===== config.mk =====
export PLATFORM = sky130hd
export DESIGN_NAME = lane_align_monitor
export DESIGN_NICKNAME = d
export VERILOG_FILES = /design/src/rtl/lam_pkg.sv /design/src/rtl/lam_detect.sv /design/src/rtl/lam_track.sv /design/src/rtl/lane_align_monitor.sv
export SDC_FILE = /design/constraint.sdc
export NUM_CORES = 1
export LEC_CHECK = 0
export ABC_AREA = 1
export BUFFER_PORTS_ARGS = -buffer_cell sky130_fd_sc_hd__buf_4
export CORE_MARGIN = 2
export CORE_UTILIZATION = 43
export CTS_BUF_LIST = sky130_fd_sc_hd__clkbuf_2
export CTS_CLUSTER_SIZE = 16
export DETAILED_ROUTE_END_ITERATION = 8
export PLACE_DENSITY = 0.75
export SETUP_SLACK_MARGIN = 0.5
export SYNTH_ARGS = -nofsm -noshare
export SYNTH_HDL_FRONTEND = slang
export SYNTH_HIERARCHICAL = 1
export SYNTH_SLANG_ARGS = --single-unit

===== constraint.sdc =====
create_clock -name clk -period 2.09 [get_ports clk]
set_input_delay 0.418 -clock clk [delete_from_list [all_inputs] [get_ports clk]]
set_output_delay 0.418 -clock clk [all_outputs]
set_load 0.01 [all_outputs]

===== src/rtl/lam_pkg.sv =====
package lam_pkg;

    localparam logic [7:0] ALIGN_CODE = 8'h7C;

    typedef enum logic [1:0] {
        OCT_IDLE  = 2'd0,
        OCT_DATA  = 2'd1,
        OCT_A_OK  = 2'd2,
        OCT_A_BAD = 2'd3
    } oct_class_e;

endpackage


===== src/rtl/lam_detect.sv =====
module lam_detect #(
    parameter  int F_OCTETS = 2,
    localparam int FOW      = (F_OCTETS > 1) ? $clog2(F_OCTETS) : 1
) (
    input  logic                 oct_valid,
    input  logic [7:0]           oct_data,
    input  logic                 oct_is_ctrl,
    input  logic [FOW-1:0]       frame_octet,
    output lam_pkg::oct_class_e  oct_class
);
    localparam logic [FOW-1:0] FRAME_LAST = FOW'(F_OCTETS - 1);

    logic is_align;
    logic at_frame_end;

    always_comb begin
        is_align     = oct_is_ctrl && (oct_data == lam_pkg::ALIGN_CODE);
        at_frame_end = (frame_octet == FRAME_LAST);
        if (!oct_valid) begin
            oct_class = lam_pkg::OCT_IDLE;
        end else if (!is_align) begin
            oct_class = lam_pkg::OCT_DATA;
        end else if (at_frame_end) begin
            oct_class = lam_pkg::OCT_A_OK;
        end else begin
            oct_class = lam_pkg::OCT_A_BAD;
        end
    end
endmodule


===== src/rtl/lam_track.sv =====
module lam_track #(
    parameter  int MF_LEN = 8,
    localparam int MIW    = (MF_LEN > 1) ? $clog2(MF_LEN) : 1
) (
    input  logic                clk,
    input  logic                rst_n,
    input  lam_pkg::oct_class_e oct_class,
    input  logic                frame_realign,
    output logic [MIW-1:0]      mf_index,
    output logic                lane_aligned,
    output logic                lane_realign
);
    localparam logic [MIW-1:0] LAST_IDX = MIW'(MF_LEN - 1);

    typedef struct packed {
        logic [MIW-1:0] idx;
        logic           aligned;
        logic           realign;
        logic           cand_vld;
        logic [MIW-1:0] cand_pos;
        logic           force_arm;
    } trk_state_t;

    trk_state_t st_d, st_q;

    logic           at_end;
    logic           is_align;
    logic           well_placed;
    logic           commit;
    logic [MIW-1:0] step_idx;

    always_comb begin
        st_d        = st_q;
        st_d.realign = 1'b0;
        at_end      = (st_q.idx == LAST_IDX);
        step_idx    = at_end ? '0 : st_q.idx + 1'b1;
        is_align    = (oct_class == lam_pkg::OCT_A_OK) || (oct_class == lam_pkg::OCT_A_BAD);
        well_placed = (oct_class == lam_pkg::OCT_A_OK);
        commit      = 1'b0;

        if (is_align) begin
            if (at_end) begin
                // expected boundary: confirm, drop candidate and forced mode
                st_d.idx       = '0;
                st_d.cand_vld  = 1'b0;
                st_d.force_arm = 1'b0;
                if (well_placed) begin
                    st_d.aligned = 1'b1;
                end
            end else if (st_q.force_arm) begin
                commit = 1'b1;
            end else if (well_placed && st_q.cand_vld && (st_q.cand_pos == st_q.idx)) begin
                commit = 1'b1;
            end else begin
                if (well_placed) begin
                    st_d.cand_vld = 1'b1;
                    st_d.cand_pos = st_q.idx;
                end
                st_d.idx = step_idx;
            end
        end else if (oct_class == lam_pkg::OCT_DATA) begin
            st_d.idx = step_idx;
        end

        if (commit) begin
            st_d.idx       = '0;
            st_d.realign   = 1'b1;
            st_d.aligned   = 1'b1;
            st_d.cand_vld  = 1'b0;
            st_d.force_arm = 1'b0;
        end

        if (frame_realign) begin
            st_d.aligned   = 1'b0;
            st_d.force_arm = 1'b1;
        end
    end

    always_ff @(posedge clk) begin
        if (!rst_n) begin
            st_q <= '0;
        end else begin
            st_q <= st_d;
        end
    end

    assign mf_index     = st_q.idx;
    assign lane_aligned = st_q.aligned;
    assign lane_realign = st_q.realign;
endmodule


===== src/rtl/lane_align_monitor.sv =====
module lane_align_monitor #(
    parameter  int K_FRAMES = 4,
    parameter  int F_OCTETS = 2,
    localparam int MF_LEN   = K_FRAMES * F_OCTETS,
    localparam int MIW      = (MF_LEN > 1) ? $clog2(MF_LEN) : 1,
    localparam int FOW      = (F_OCTETS > 1) ? $clog2(F_OCTETS) : 1
) (
    input  logic           clk,
    input  logic           rst_n,
    input  logic           oct_valid,
    input  logic [7:0]     oct_data,
    input  logic           oct_is_ctrl,
    input  logic [FOW-1:0] frame_octet,
    input  logic           frame_realign,
    output logic [MIW-1:0] mf_index,
    output logic           lane_aligned,
    output logic           lane_realign
);
    lam_pkg::oct_class_e oct_class;

    lam_detect #(.F_OCTETS(F_OCTETS)) u_detect (
        .oct_valid   (oct_valid),
        .oct_data    (oct_data),
        .oct_is_ctrl (oct_is_ctrl),
        .frame_octet (frame_octet),
        .oct_class   (oct_class)
    );

    lam_track #(.MF_LEN(MF_LEN)) u_track (
        .clk           (clk),
        .rst_n         (rst_n),
        .oct_class     (oct_class),
        .frame_realign (frame_realign),
        .mf_index      (mf_index),
        .lane_aligned  (lane_aligned),
        .lane_realign  (lane_realign)
    );
endmodule


==> results.cfg <==
[run_status]
outcome = complete, no violations

[setup_path]
start_kind = input pin
cp_top_family = simple AND/OR/NAND/NOR gates
cpMostUsedCell = nand2_4
cpMaxStageDelayCell = nor2_4
crit_buf_inv = 2
worst-setup-path-type = in2reg
cp_slowest_stage_delay_ps = 160
reg2reg_depth = 5
worst_ep_required_time_ps = 2280
crit_chain = buf_4 > inv_1 > nand2_1 > nor2_2 > nand3_1 > nor2_4 > nand3_2 > nor2_4 > nand2_4 > nand2_4 > nand2_4 > nand2_4 > nor2_2 > nor2_2
cp.depth = 14
arrival_ps = 1630
endpoint_kind = flip-flop
path_max_fanout = 5

[grt]
overflow = 0
antenna_found_initial = 0
grt_pass1_wl_um = 2260
grt_pass1_vias = 567
grt_usage = 0.160
grt_max_degree = 9

[sta]
maxSlewViolCount = 0
hold_violations = 0
worst_clock_skew_ps = 4.18
tightestPinTransition_ps = 226
finalSetupTns_ps = 0
rsz0062_at_grt = no
hold_ws_ps = 393
finalCriticalPeriod_ps = 1440
fmax_mhz = 694
period_share = 0.689
finalSetupViolations = 0
relSlewSlack = 0.849

[min_path]
min_path_cells = 3
hold_path_class = in2reg

[die]
ios = 19
die_h_um = 43.5
initial_utilization = 0.450
coreArea_um2 = 1490
num_rows = 14
die_w_um = 43.5
dieArea_um2 = 1890

[power]
p_leak_nw = 0.433
p_per_area_nw_per_um2 = 468
ir_worst_vdd_uv = 338
p_sw_mw = 0.108
finalPower_mw = 0.384
p_int_mw = 0.276
sw_frac_of_total = 0.281
seqPwrFrac = 0.532
power_frac_comb = 0.210
pwr-share-clk = 0.258

[placement]
io_buffers = 18
gp_congestion = 0.860
hpwl_um = 1040

[logic_synthesis]
ys_warn_count = 6
synth_flop_cell = dfxtp_1
synth_area_per_cell_um2 = 6.84
synth_edf_count = 0
synth_area_um2 = 671
syn_nets = 114
synth_top_area_frac = 0.299
ys_top_cells_by_area = dfxtp_1, nand2_1, inv_1
ys_seq_area_frac = 0.299
synthArstFlopShare = 0
yosysMostFrequentCell = nand2_1
synth_common_cells = nand2_1, inv_1, nor2_1
ys_seq_elements = 10
synth.distinct_cells = 19
syn_inst = 98
yosysTopAreaCell = dfxtp_1

[detailed_routing]
final_antenna_net_count = 0
vias = 628
wire_per_inst_um = 9.63
avgViaCountPerCell = 4.79
drt_wl_total_um = 1260
drc = 0
drtIter0Drc = 12
firstDrtPassIters = 4

[clocking]
cts_htree_levels = 1
cts_sinks = 10
root_buffer = clkbuf_2
cts_tree = yes
clk_latency_ps = 240
cts_buffer_depth = 2
cts_buffers = 3
cts-hold-fix-buffers = 0
clk_pin_slew_worst_paths_ps = 80

[cells_and_area]
drive_gt1_frac = 0.330
n_fill_cell = 133
nets = 133
antennaDiodeCount = 0
syn_to_final_growth_pct = 22.4

[run]
maxCapViolCount = 0
[layout make-up]
| type | instances | area [um2] | share of cell area |
|---|---|---|---|
| inverter | 17 | 63.8 | 0.0777 |
| sequential | 10 | 200 | 0.244 |
| clock buffer | 3 | 15.0 | 0.0183 |
| multi-input combinational | 67 | 387 | 0.471 |
| tap | 16 | 20.0 | 0.0244 |
| timing repair buffer | 18 | 135 | 0.165 |
[metal layers]
metal	GRT usage	vias up	part of all wire
li1	-	336	-
met1	0.189	277	0.46
met2	0.275	15	0.48
met3	0.0750	0	0.056
met4	0.0182	0	0
met5	0	-	0
[metrics by stage]
step | cells | worst slack [ps] | util | cell area (um2)
2_1_floorplan | 98 | 527 | - | 671
3_3_place_gp | 128 | 312 | 0.536 | 798
6_report | 131 | 649 | 0.551 | 821
3_5_place_dp | 128 | 236 | 0.536 | 798
5_1_grt | 131 | 519 | 0.551 | 821
4_1_cts | 131 | 506 | 0.546 | 813
[worst reg2reg max path, cell delays in order, from the launching register on]
cell and delay [ps]:
dfxtp_1 360, ha_1 220, ha_1 260, or2_2 300, nand4_1 100, a21oi_1 40
[registers in the layout (all words and copies together), names as in the netlist]
name	count
u_track/st_q	5
u_track/mf_index	3
u_track/lane_aligned	1
u_track/lane_realign	1
[path summary, 6_finish.rpt]
kind,start,endpoint,slack (ps)
max,oct_data[7],u_track/mf_index[0],650
min,frame_realign,u_track/st_q[0],390
max reg2reg,u_track/mf_index[0],u_track/mf_index[2],720
min reg2reg,u_track/st_q[1],u_track/st_q[1],480
[cells in the final DEF, fill, tap and decap left out]
master    instances
ha_1              2
clkbuf_2          3
dfxtp_1          10
nor2_4            4
nand3_1           5
nand3b_1          1
nor2_2            4
a21oi_1           4
a31oi_1           1
buf_4            18
nand2_1          22
nand3_2           1
inv_1            16
inv_2             1
nand4_2           1
nand2_4           4
nor2_1           12
or2_2             2
nand4_1           4
[cell families (layout without fill, tap and decap cells)]
group	Yosys count	count (layout)	share of synthesized area
simple gates	60	60	0.489
buf+inv	21	38	0.136
flops	10	10	0.299
compound gates	5	5	0.0392
fa+ha+maj	2	2	0.0373
[power by group through the flow]
stage | clock, mW | combinational [mW] | sequential, mW
global placement | 0 | 0.0789 | 0.208
CTS | 0.103 | 0.0808 | 0.204
global route | 0.111 | 0.0905 | 0.205
floorplan | 0 | 0.0552 | 0.207
finish | 0.0990 | 0.0808 | 0.204
detailed placement | 0 | 0.0804 | 0.209
[timing repair]
action | in CTS | in global routing
resized for setup | 0 | 2
buffers inserted | 0 | 0
endpoints found under the setup margin | 0 | 9
Note: power is estimated with default switching activity, not from simulation.
